==> src/rtl/nibmap_pkg.sv <==
package nibmap_pkg;
  localparam int ADDR_W = 12;
  localparam int OFF_W  = 8;
  localparam int BANK_W = ADDR_W - OFF_W;
  localparam int RB_W   = 2;
  localparam int RIDX_W = 3;

  typedef enum logic [1:0] {
    KIND_DIRECT   = 2'd0,
    KIND_INDIRECT = 2'd1,
    KIND_WREG     = 2'd2,
    KIND_RSVD     = 2'd3
  } kind_e;

  typedef enum logic [1:0] {
    WID_BIT  = 2'd0,
    WID_NIB  = 2'd1,
    WID_PAIR = 2'd2,
    WID_RSVD = 2'd3
  } width_e;

  // address source chosen by control
  typedef enum logic [1:0] {
    SRC_SPLIT = 2'd0,  // direct, bank enable clear: bank 0 or I/O bank
    SRC_LOW   = 2'd1,  // indirect, bank enable clear: bank 0
    SRC_SEL   = 2'd2,  // selected memory bank
    SRC_WREG  = 2'd3   // working register area
  } src_e;

  typedef struct packed {
    logic loadAddr;
    logic faultNext;
    logic okNext;
  } strobe_t;
endpackage

==> src/rtl/nibmap_ctrl.sv <==
module nibmap_ctrl
  import nibmap_pkg::*;
#(
  parameter int unsigned NUM_DATA_BANKS = 2,
  parameter int unsigned IO_BANK        = 15,
  parameter int unsigned DISP_BASE      = 'h1E0,
  parameter int unsigned DISP_SIZE      = 32
) (
  input  kind_e                    kind,
  input  width_e                   width,
  input  logic                     memBankEn,
  input  logic [BANK_W-1:0]        memBankSel,
  input  logic [ADDR_W-1:0]        candAddr,
  output src_e                     srcSel,
  output strobe_t                  strobes
);
  localparam logic [ADDR_W-1:0] DISP_LO = ADDR_W'(DISP_BASE);
  localparam logic [ADDR_W-1:0] DISP_HI = ADDR_W'(DISP_BASE + DISP_SIZE - 1);
  localparam logic [BANK_W-1:0] IO_ID   = BANK_W'(IO_BANK);

  // one match bit per ordinary data bank
  logic [NUM_DATA_BANKS-1:0] bankHit;
  genvar gi;
  generate
    for (gi = 0; gi < NUM_DATA_BANKS; gi++) begin : g_bank
      assign bankHit[gi] = (memBankSel == BANK_W'(gi));
    end
  endgenerate

  logic bankValid;
  assign bankValid = (|bankHit) || (memBankSel == IO_ID);

  always_comb begin
    unique case (kind)
      KIND_WREG:     srcSel = SRC_WREG;
      KIND_INDIRECT: srcSel = memBankEn ? SRC_SEL : SRC_LOW;
      default:       srcSel = memBankEn ? SRC_SEL : SRC_SPLIT;
    endcase
  end

  logic kindBad, widthBad, bankBad, oddPair, dispHit;
  assign kindBad  = (kind == KIND_RSVD);
  assign widthBad = (width == WID_RSVD);
  assign bankBad  = (srcSel == SRC_SEL) && !bankValid;
  assign oddPair  = (width == WID_PAIR) && candAddr[0];
  assign dispHit  = (candAddr >= DISP_LO) && (candAddr <= DISP_HI);

  always_comb begin
    strobes.faultNext = kindBad || widthBad || bankBad || oddPair;
    strobes.loadAddr  = !strobes.faultNext;
    strobes.okNext    = !strobes.faultNext && !((width == WID_PAIR) && dispHit);
  end

  // a bank outside the set never passes as valid
  always_comb begin
    a_r6_bank_set : assert (!(bankValid && !(memBankSel == '0 || memBankSel == BANK_W'(1)
                              || memBankSel == IO_ID)) || NUM_DATA_BANKS != 2)
      else $error("bank validity disagrees with bank set");
  end
endmodule

==> src/rtl/nibmap_dpath.sv <==
module nibmap_dpath
  import nibmap_pkg::*;
#(
  parameter int unsigned IO_BANK = 15
) (
  input  logic                clk,
  input  logic                rstN,
  input  src_e                srcSel,
  input  logic [OFF_W-1:0]    operand,
  input  logic [BANK_W-1:0]   memBankSel,
  input  logic                regBankEn,
  input  logic [RB_W-1:0]     regBankSel,
  input  strobe_t             strobes,
  output logic [ADDR_W-1:0]   candAddr,
  output logic [ADDR_W-1:0]   physAddr,
  output logic                widthOk,
  output logic                fault
);
  localparam int            WREG_PAD = ADDR_W - RB_W - RIDX_W;
  localparam logic [BANK_W-1:0] IO_ID = BANK_W'(IO_BANK);

  logic [RB_W-1:0] regBank;
  assign regBank = regBankEn ? regBankSel : '0;

  always_comb begin
    unique case (srcSel)
      SRC_SPLIT: candAddr = {(operand[OFF_W-1] ? IO_ID : {BANK_W{1'b0}}), operand};
      SRC_LOW:   candAddr = {{BANK_W{1'b0}}, operand};
      SRC_SEL:   candAddr = {memBankSel, operand};
      default:   candAddr = {{WREG_PAD{1'b0}}, regBank, operand[RIDX_W-1:0]};
    endcase
  end

  always_ff @(posedge clk or negedge rstN) begin
    if (!rstN) begin
      physAddr <= '0;
      widthOk  <= 1'b0;
      fault    <= 1'b0;
    end else begin
      if (strobes.loadAddr) physAddr <= candAddr;
      widthOk <= strobes.okNext;
      fault   <= strobes.faultNext;
    end
  end

  a_r9_hold_on_fault : assert property (@(posedge clk) disable iff (!rstN)
    fault |-> physAddr == $past(physAddr))
    else $error("address moved on a faulting access");

  a_r12_ok_excludes_fault : assert property (@(posedge clk) disable iff (!rstN)
    !(widthOk && fault))
    else $error("widthOk and fault both high");
endmodule

==> src/rtl/nibble_addr_map.sv <==
module nibble_addr_map
  import nibmap_pkg::*;
#(
  parameter int unsigned NUM_DATA_BANKS = 2,
  parameter int unsigned IO_BANK        = 15,
  parameter int unsigned DISP_BASE      = 'h1E0,
  parameter int unsigned DISP_SIZE      = 32
) (
  input  logic        clk,
  input  logic        rstN,
  input  logic [1:0]  accKind,
  input  logic [7:0]  operand,
  input  logic        memBankEn,
  input  logic [3:0]  memBankSel,
  input  logic        regBankEn,
  input  logic [1:0]  regBankSel,
  input  logic [1:0]  accWidth,
  output logic [11:0] physAddr,
  output logic        widthOk,
  output logic        fault
);
  src_e              srcSel;
  strobe_t           strobes;
  logic [ADDR_W-1:0] candAddr;

  nibmap_ctrl #(
    .NUM_DATA_BANKS(NUM_DATA_BANKS),
    .IO_BANK(IO_BANK),
    .DISP_BASE(DISP_BASE),
    .DISP_SIZE(DISP_SIZE)
  ) uCtrl (
    .kind(kind_e'(accKind)),
    .width(width_e'(accWidth)),
    .memBankEn(memBankEn),
    .memBankSel(memBankSel),
    .candAddr(candAddr),
    .srcSel(srcSel),
    .strobes(strobes)
  );

  nibmap_dpath #(.IO_BANK(IO_BANK)) uDpath (
    .clk(clk),
    .rstN(rstN),
    .srcSel(srcSel),
    .operand(operand),
    .memBankSel(memBankSel),
    .regBankEn(regBankEn),
    .regBankSel(regBankSel),
    .strobes(strobes),
    .candAddr(candAddr),
    .physAddr(physAddr),
    .widthOk(widthOk),
    .fault(fault)
  );

  a_r3_io_split : assert property (@(posedge clk) disable iff (!rstN)
    (accKind == 2'd0 && !memBankEn && operand[7] && accWidth == 2'd1)
      |=> (physAddr[11:8] == 4'(IO_BANK) && !fault))
    else $error("direct upper operand missed the I/O bank");

  a_r4_low_bank : assert property (@(posedge clk) disable iff (!rstN)
    (accKind == 2'd1 && !memBankEn && accWidth == 2'd1)
      |=> (physAddr[11:8] == 4'h0 && widthOk))
    else $error("indirect access left bank 0");

  a_r7_wreg_area : assert property (@(posedge clk) disable iff (!rstN)
    (accKind == 2'd2 && accWidth == 2'd1) |=> (physAddr[11:5] == 7'd0 && !fault))
    else $error("working register outside its area");

  a_r6_bad_bank : assert property (@(posedge clk) disable iff (!rstN)
    (accKind == 2'd0 && memBankEn && memBankSel == 4'd5) |=> fault)
    else $error("missing bank not faulted");

  a_r11_reserved : assert property (@(posedge clk) disable iff (!rstN)
    (accKind == 2'd3 || accWidth == 2'd3) |=> (fault && $stable(physAddr)))
    else $error("reserved code not faulted");
endmodule

==> config.mk <==
export PLATFORM = sky130hd
export DESIGN_NAME = nibble_addr_map
export DESIGN_NICKNAME = d
export VERILOG_FILES = /design/src/rtl/nibmap_pkg.sv /design/src/rtl/nibmap_ctrl.sv /design/src/rtl/nibmap_dpath.sv /design/src/rtl/nibble_addr_map.sv
export SDC_FILE = /design/constraint.sdc
export NUM_CORES = 1
export LEC_CHECK = 0
export ABC_AREA = 1
export CAP_MARGIN = 10
export CORE_ASPECT_RATIO = 1.1
export CORE_MARGIN = 1
export CORE_UTILIZATION = 44
export CTS_CLUSTER_DIAMETER = 50
export CTS_CLUSTER_SIZE = 30
export DETAILED_ROUTE_END_ITERATION = 8
export PLACE_DENSITY = 0.9
export SLEW_MARGIN = 20
export SYNTH_ARGS = -nofsm -noshare
export SYNTH_HDL_FRONTEND = slang
export SYNTH_SLANG_ARGS = --single-unit
==> constraint.sdc <==
create_clock -name clk -period 1.2 [get_ports clk]
set_input_delay 0.3 -clock clk [delete_from_list [all_inputs] [get_ports clk]]
set_output_delay 0.3 -clock clk [all_outputs]
set_load 0.01 [all_outputs]
[Yosys cells after proc, flatten, opt, wreduce, memory -nomap -nowiden]
Cells that the tools add are included.
Cells by class
  reductions and logical operators: 15
  add/sub/neg operators: 0
  muxes and demuxes: 6
  equal/unequal tests: 9
  divide/modulo/power cells: 0
  shift-type cells: 0
  $lt $le $gt $ge: 2
  $mul: 0
  bitwise logic cells: 0
Operators by type and width (count)
  $pmux 12 s3: 1
  $ge 12x9->1 const B: 1
  $le 12x9->1 const B: 1
  $eq 2x2->1 const B: 5
  $mux 2: 3
  $logic_and 1x1->1: 5
  $eq 2x1->1 const B: 2
  $eq 4x1->1 const B: 1
  $eq 4x4->1 const B: 1
  $logic_not 4->1: 1
  $logic_or 1x1->1: 4
  $mux 4: 1
  $pmux 2 s2: 1
  $logic_not 1->1: 3
  $logic_not 2->1: 1
  $reduce_or 2->1: 1
Storage, ports and cells
  ROM bits: 0
  output and inout port bits: 14
  memory bits (writable): 0
  bits in registers: 14
  input bits: 22
  memories kept: 0
  word-level logic and storage cells: 35
  bits in latches: 0

[Logic depth before layout (Yosys ltp)]
Gate-level depths: netlist of the first run.
  depth after elaboration: 9
  mapped depth: 10
  gate-level depth less buffers: 10

[By module]
Synthesis of the first run repeated with hierarchy kept, for this count alone.
Second synthesis, totals
  cells, all modules: 120
  area, all modules: 824.5 um2
Modules (own cells, without submodules)
  nibmap_dpath: area an instance 645.6 um2, seq. area each 350.3 um2, cells an instance 85, times used 1
  nibmap_ctrl: area an instance 178.9 um2, seq. area each 0.0 um2, cells an instance 35, times used 1

[Worst setup path after synthesis of the first run]
Ideal clock, no wire load.
  path kind: input to register
  from: in accKind[0]
  to: reg uDpath.physAddr[10]
  buffers on the path: 1
  setup slack: -191 ps
  cell stages on the path: 9
  arrival: 1274 ps
  setup time: 117 ps
  data required time: 1083 ps
  cell sequence: inv_1 -> ha_1 -> nor2_1 -> nor2_4 -> nand4_4 -> nand2_4 -> buf_12 -> nand2_2 -> nand2_1
RTL lines
  start: declaration: line nibble_addr_map.sv:11  | input logic [1:0] accKind,
  end signal: assignment: line nibmap_dpath.sv:40  | if (strobes.loadAddr) physAddr <= candAddr;
  end: declaration: line nibmap_dpath.sv:15  | output logic [ADDR_W-1:0] physAddr,

[Final worst setup path of the first run]
  from: in accKind[0]
  to: reg uDpath.physAddr[5]
Between the ends
  word-level cells in the longest chain between the ends: 6
  elaborated cells between the ends (all ways): 12
  classes of those cells: 5 x eq/ne; 2 x mux; 5 x reduce/logical
Ends and longest elaborated chain
  $eq 2x1->1 or $eq 2x2->1 (tied branches): line nibmap_ctrl.sv:34  | unique case (kind)
  $pmux 2 s2: line nibmap_ctrl.sv:34
  $eq 2x2->1: line nibmap_ctrl.sv:44, nibmap_dpath.sv:26
  $logic_and 1x1->1: line nibmap_ctrl.sv:44  | assign bankBad = (srcSel == SRC_SEL) && !bankValid;
  $logic_or 1x1->1 (2 in a row): line nibmap_ctrl.sv:49  | strobes.faultNext = kindBad || widthBad || bankBad || oddPair;
Several ways; a longest one is shown, not always the timed one.
A chain may end at the register's enable or synchronous reset.

==> results of run 1 <==
-- power breakdown --
part / switching [uW] / internal (uW) / total, uW
clock: 150 / 185 / 335
sequential: 47.4 / 555 / 602
combinational: 349 / 370 / 718
total: 546 / 1110 / 1650
-- repair_timing --
action | 4_1_cts | 5_1_grt
setup endpoints to repair | 28 | 25
setup buffers | 10 | 2
pin swaps | 9 | 9
resized for setup | 67 | 23
hold buffers | 0 | 0
gates cloned | 1 | 0
-- worst paths after layout --
check                              startpoint                 end  slack [ps]  cells after the start
max in group asynchronous                rstN  uDpath.physAddr[9]         690                      2
setup reg to reg           uDpath.physAddr[8]  uDpath.physAddr[8]         330                      4
hold reg to reg            uDpath.physAddr[2]  uDpath.physAddr[2]         500                      2
min in group clk           uDpath.physAddr[2]  uDpath.physAddr[2]         500                      2
hold / removal                           rstN  uDpath.physAddr[0]         340                      2
setup / recovery                   accKind[0]  uDpath.physAddr[5]           9                     10
-- cell usage in the layout (no fill, tap or decap) --
master,n
a21oi_2,1
buf_12,2
buf_2,6
buf_4,22
buf_6,4
buf_8,1
clkbuf_2,8
clkbuf_4,3
clkbuf_8,1
clkdlybuf4s50_1,12
dfrtp_1,14
dlygate4sd2_1,7
ha_1,1
ha_2,1
ha_4,1
inv_1,7
inv_2,3
inv_8,1
nand2_1,23
nand2_2,15
nand2_4,2
nand2_8,2
nand3_1,5
nand3_2,4
nand3b_1,4
nand4_1,2
nand4_4,1
nor2_1,4
nor2_2,2
nor2_4,3
o21ai_0,3
-- stage by stage --
step                      hold WS [ps]  instance area (um^2)  TNS (ps)  setup slack [ps]  utilization, %
after floorplan                   4.41                   868      -859             -75.3               -
after global placement             459                  1320    -10400              -762            73.9
after detailed placement           468                  1320    -11140              -824            73.9
after CTS                          339                  1500         0              1.14            84.4
after global routing               335                  1480      -238             -32.4            83.3
final                              338                  1480         0              8.53            83.3
-- worst register-to-register path, cell delays in order, from the launching register on --
cell     delay, ps
dfrtp_1        390
buf_4          130
buf_4          120
nand2_2         60
nand2_1         60
-- cells by family after synthesis --
family	Yosys count	share of synthesized area, %
simple gates	66	41.7
buf+inv	14	8.87
flops	14	42.1
compound gates	4	2.86
fa+ha+maj	3	4.51
-- layer usage --
| layer | vias up | GRT usage, % | wire, um | share of wire, % |
|---|---|---|---|---|
| li1 | 443 | - | - | - |
| met1 | 473 | 27.8 | 977 | 35 |
| met2 | 52 | 54.8 | 1580 | 56 |
| met3 | 12 | 2.64 | 177 | 6.3 |
| met4 | 0 | 13.1 | 72 | 2.6 |
| met5 | - | 0 | 0 | 0 |
-- state kept, by name (all words and copies together), names as in the netlist --
name and count:
uDpath.widthOk 1, uDpath.fault 1, uDpath.physAddr 12
-- final cells by class --
class / instances / area, um^2
repair buffers: 62 / 517
inverters: 11 / 48.8
fillers: 106 / 298
well taps: 18 / 22.5
flip-flops and latches: 14 / 350
clock buffers: 4 / 36.3
multi-input cells: 74 / 509
==> summary.txt, run 1 <==
Status
  – Status: finished with violations
  – Failing checks: DRC

Worst setup path
  – Crit path capture type: flop
  – CP max stage delay: 280 ps
  – Delay-heaviest family, CP: simple AND/OR/NAND/NOR gates
  – Worst path bufs/invs: 3
  – CP Launch Type: primary input
  – Worst EP arrival: 1420 ps
  – CP Max Fanout: 7
  – Crit Path Category: in2reg
  – Crit-path cells: buf_8 > inv_8 > ha_4 > nor2_4 > nor2_4 > nand4_4 > buf_12 > nand2_8 > nand2_2 > nand2_2
  – CP max-delay cell: ha_4
  – Worst endpoint required time: 1430 ps

Timing
  – Rel. slew slack: 87.7%
  – Max Freq: 839 MHz
  – Clk_skew: 0 ps
  – RSZ-0062 raised after global routing: yes
  – Least-Margin Pin Slew: 184 ps
  – Final worst path period need: 1190 ps
  – Pins Over Slew Limit: 0
  – Fin. Hold Viols: 0
  – Final worst-path cycle share: 99.3%
  – Setup Viol. Count Final: 0

Run
  – MaxCap Viol Count: 0

Logic synthesis
  – Most common cell in the netlist: nand2_1
  – Post-synth top area cell: dfrtp_1
  – Seq cells post-synth: 14
  – Post-synth EDFFs: 0
  – Post-Syn Nets: 126
  – Sequential share of the synthesized area: 42.1%
  – Syn Std Cell Area: 832 um^2
  – Dominant synthesized flop cell: dfrtp_1
  – Synth top cells by count: nand2_1 (31), dfrtp_1 (14), inv_1 (10), nand2_2 (8), nand3_1 (8)
  – Yosys cell types: 20
  – Synth top area share: 42.1%
  – Syn Area/Cell: 8.24 um^2
  – Synth Instances: 101
  – Async SR Flop Fraction: 100%
  – Area contributors post-synth: dfrtp_1 (42%), nand2_1 (14%), nand2_2 (6.0%)
  – Synth warn: 0

Clock tree
  – H-tree levels: 1
  – Clock slew at reported path FFs: 80 ps
  – CTS buffer count: 3
  – CTS tree: built
  – Worst-Skew Late Latency: 280 ps
  – Num Clock Sinks: 14
  – Clk buf depth: 2
  – Root Driver: clkbuf_4

Global route
  – Global-route wire length before repair: 3.92 mm
  – Grt ovf: 0
  – Global-route usage over all layers: 26.8%
  – Vias in the first global route: 909
  – Largest net degree at the start of global routing: 15
  – Initial antenna violation count: 0

Pwr
  – Leak Pwr: 0.000784 uW
  – Total power draw: 1650 uW
  – Max IR drop VDD: 0.534 mV
  – Pwr Density: 1120 nW/um^2

Route
  – DRT Pass-1 Iters: 7
  – WL final: 2.81 mm
  – # DRC: 4
  – Total vias in the final route: 980
  – Initial DRC count: 40
  – Routed vias/inst: 5.36
  – Post-route ant nets: 0
  – Mean routed wirelength per cell: 15.3 um

Floorplanning
  – Die area: 2070 um^2
  – # IOs: 36
  – Core ar.: 1780 um^2
  – Initial Util: 46.7%
  – Die X: 43.5 um
  – Die Y: 47.6 um
  – Placement row count: 16

Placed design
  – Post-DP HPWL: 1.53 mm
  – Port bufs: 35
  – Gp weighted congestion: 0.848
  – Post-Place Cells: 166

Finish
  – Share of post-route cells with drive strength above 1: 50.3%
  – Synth-to-layout area growth: 78.3%
  – N_diodes: 0
  – Final cell count without fillers: 183
  – Fin nets: 191

Min path
  – Worst min path class: in2async
(Power assumes the default switching activity.)
==> run 2: changes to the inputs <==
TNS_END_PERCENT = 10   (was default)
==> run 2 against run 1 <==
The flow finishes with violations (DRC, setup timing). Via count is 8.4% lower. Utilization decreased by 4.1 points. Combinational power down 13%. Total power decreased by 5.5%. Die area is the same. Critical path depth down 1. Sequential power about the same. Maximum frequency decreased by 1.3%. Worst setup slack got worse by 16 ps. Register-to-register slack improved by 130 ps. Clock power grew 2%. Critical endpoint is now uDpath.physAddr[4]. Largest cell class unchanged.
==> summary.txt, run 2 (same netlist as run 1, synthesis figures left out) <==
Worst setup path
  – Worst endpoint required time: 1370 ps (was 1430 ps)
  – Crit-path cells: buf_8 > inv_8 > ha_4 > nor2_4 > nor2_4 > nand4_4 > buf_6 > nand3b_1 > nand2_1 (was buf_8 > inv_8 > ha_4 > nor2_4 > nor2_4 > nand4_4 > buf_12 > nand2_8 > nand2_2 > nand2_2)
  – CP max-delay cell: ha_4 (unchanged)
  – Delay-heaviest family, CP: simple AND/OR/NAND/NOR gates (unchanged)
  – CP Max Fanout: 8 (was 7)
  – Crit Path Category: in2reg (unchanged)
  – CP max stage delay: 280 ps (about the same)
  – Worst EP arrival: 1380 ps (was 1420 ps)
  – Crit path capture type: flop (unchanged)
  – Worst path bufs/invs: 3 (unchanged)
  – CP Launch Type: primary input (unchanged)
  – Cell with the most instances on the worst path: nor2_4

Floorplanning
  – Die X: 43.5 um (unchanged)
  – Die area: 2070 um^2 (unchanged)
  – Die Y: 47.6 um (unchanged)
  – Core ar.: 1780 um^2 (unchanged)
  – # IOs: 36 (unchanged)
  – Initial Util: 46.7% (unchanged)
  – Placement row count: 16 (unchanged)

Finish
  – Final instance area: 1410 um^2 (was 1480 um^2)
  – Commonest cells after routing, fill and taps aside: nand2_1 (28), buf_4 (20), dfrtp_1 (14) (was nand2_1 (23), buf_4 (22), nand2_2 (15))
  – Largest regs: uDpath.physAddr (12), uDpath.fault (1), uDpath.widthOk (1) (unchanged)
  – Fin nets: 187 (was 191)
  – Commonest non-fill, non-tap cell in the layout: nand2_1 (unchanged)
  – Max reg flops: 12 (unchanged)
  – Synth-to-layout area growth: 69.6% (was 78.3%)
  – Share of post-route cells with drive strength above 1: 42.2% (was 50.3%)
  – Reg with most FFs: uDpath.physAddr (unchanged)
  – N_diodes: 0 (unchanged)

Clock tree
  – Clock slew at reported path FFs: 80 ps (about the same)
  – Hold-fix buffers, CTS: 0 (unchanged)
  – Root Driver: clkbuf_4 (unchanged)
  – CTS buffer count: 3 (unchanged)
  – Num Clock Sinks: 14 (unchanged)
  – CTS tree: built (unchanged)
  – H-tree levels: 1 (unchanged)
  – Worst-Skew Late Latency: 290 ps (was 280 ps)
  – Clk buf depth: 2 (unchanged)

Route
  – Total vias in the final route: 898 (was 980)
  – Initial DRC count: 21 (was 40)
  – Routed vias/inst: 5.02 (was 5.36)
  – # DRC: 4 (unchanged)
  – WL final: 2.38 mm (was 2.81 mm)
  – DRT Pass-1 Iters: 6 (was 7)
  – Mean routed wirelength per cell: 13.3 um (was 15.3 um)
  – Post-route ant nets: 0 (unchanged)

Global route
  – Grt ovf: 0 (unchanged)
  – Met3 usage: 1.51% (was 2.64%)
  – Global-route wire length before repair: 3.36 mm (was 3.92 mm)
  – M1 GR Usage: 26.7% (was 27.8%)
  – Global-route usage over all layers: 22.2% (was 26.8%)
  – Busiest grt layer: met2 (unchanged)
  – Largest net degree at the start of global routing: 15 (unchanged)
  – Grt met2 use: 40.6% (was 54.8%)
  – Vias in the first global route: 770 (was 909)
  – Initial antenna violation count: 0 (unchanged)

Timing
  – Least-Margin Pin Slew: 181 ps (was 184 ps)
  – Rel. slew slack: 87.9% (was 87.7%)
  – RSZ-0062 raised after global routing: yes (unchanged)
  – Pins Over Slew Limit: 0 (unchanged)
  – Clk_skew: 0 ps (unchanged)
  – Final worst-path cycle share: 101% (was 99.3%)
  – Post-Route Setup TNS: -15.8 ps (was 0 ps)
  – Final worst setup slack: -7.47 ps (was 8.53 ps)
  – Setup Viol. Count Final: 3 (was 0)
  – Max Freq: 828 MHz (was 839 MHz)
  – Fin. Hold Viols: 0 (unchanged)
  – Final worst path period need: 1210 ps (was 1190 ps)

Status
  – Failing checks: DRC, setup timing (was DRC)
  – Status: finished with violations (unchanged)

Placed design
  – Port bufs: 35 (unchanged)
  – Post-DP HPWL: 1.56 mm (was 1.53 mm)
  – Gp weighted congestion: 0.848 (about the same)
  – Post-placement cell area: 1320 um^2 (about the same)

Pwr
  – Max IR drop VDD: 0.487 mV (was 0.534 mV)
  – Pwr Density: 1110 nW/um^2 (was 1120 nW/um^2)
  – Leak Pwr: 0.000772 uW (was 0.000784 uW)
  – Total power draw: 1560 uW (was 1650 uW)

Min path
  – Worst min path class: in2async (unchanged)

Run
  – MaxCap Viol Count: 0 (unchanged)
## run 2: cell types whose count changed in the layout (fill, tap and decap cells not counted), sizes merged
cell,delta
clkdlybuf4s15,+1
clkbuf,-5
dlygate4sd2,-3
dlymetal6s2s,+3
## run 2: stage by stage
stage | utilization, % | setup WS [ps] | std cells | hold slack (ps)
floorplan | - | -75.3 | 101 | 4.41
global placement | 74.1 | -764 | 167 | 465
detailed placement | 74.1 | -844 | 167 | 473
CTS | 76.5 | 4.33 | 176 | 320
global route | 79.2 | -42.1 | 179 | 341
finish | 79.2 | -7.47 | 179 | 310
## run 2: worst paths after layout
path / slack [ps] / startpoint / cells after the start / end
hold / removal: 310 / rstN / 2 / uDpath.physAddr[5]
setup reg to reg: 460 / uDpath.physAddr[7] / 3 / uDpath.physAddr[7]
min in group clk: 430 / operand[0] / 4 / uDpath.physAddr[0]
max in group asynchronous: 720 / rstN / 2 / uDpath.physAddr[9]
hold reg to reg: 480 / uDpath.physAddr[3] / 2 / uDpath.physAddr[3]
setup / recovery: -7 / accKind[0] / 9 / uDpath.physAddr[4]
## run 2: what timing repair did
action | in CTS | in global routing
gates cloned | 0 | 1
pin swaps | 7 | 9
resized for setup | 65 | 16
buffers inserted | 5 | 2
endpoints found under the setup margin | 28 | 18
## run 2: final cells by class
cell class / count / area [um^2]
multi-input combinational: 74 / 467
inverter: 11 / 48.8
fill: 108 / 370
tap: 18 / 22.5
sequential: 14 / 350
clock buffer: 4 / 36.3
timing repair buffer: 58 / 487
## run 2: power breakdown
group          switching [uW]  internal, uW  total, uW
clock                     155           185        341
combinational             305           317        622
sequential               46.6           555        601
## run 2: metal layers
metal | vias up | wire length (um) | part of all wire (%)
li1 | 440 | - | -
met1 | 415 | 937 | 39
met2 | 36 | 1290 | 54
met3 | 7 | 93 | 3.9
met4 | 0 | 62 | 2.6
met5 | - | 0 | 0
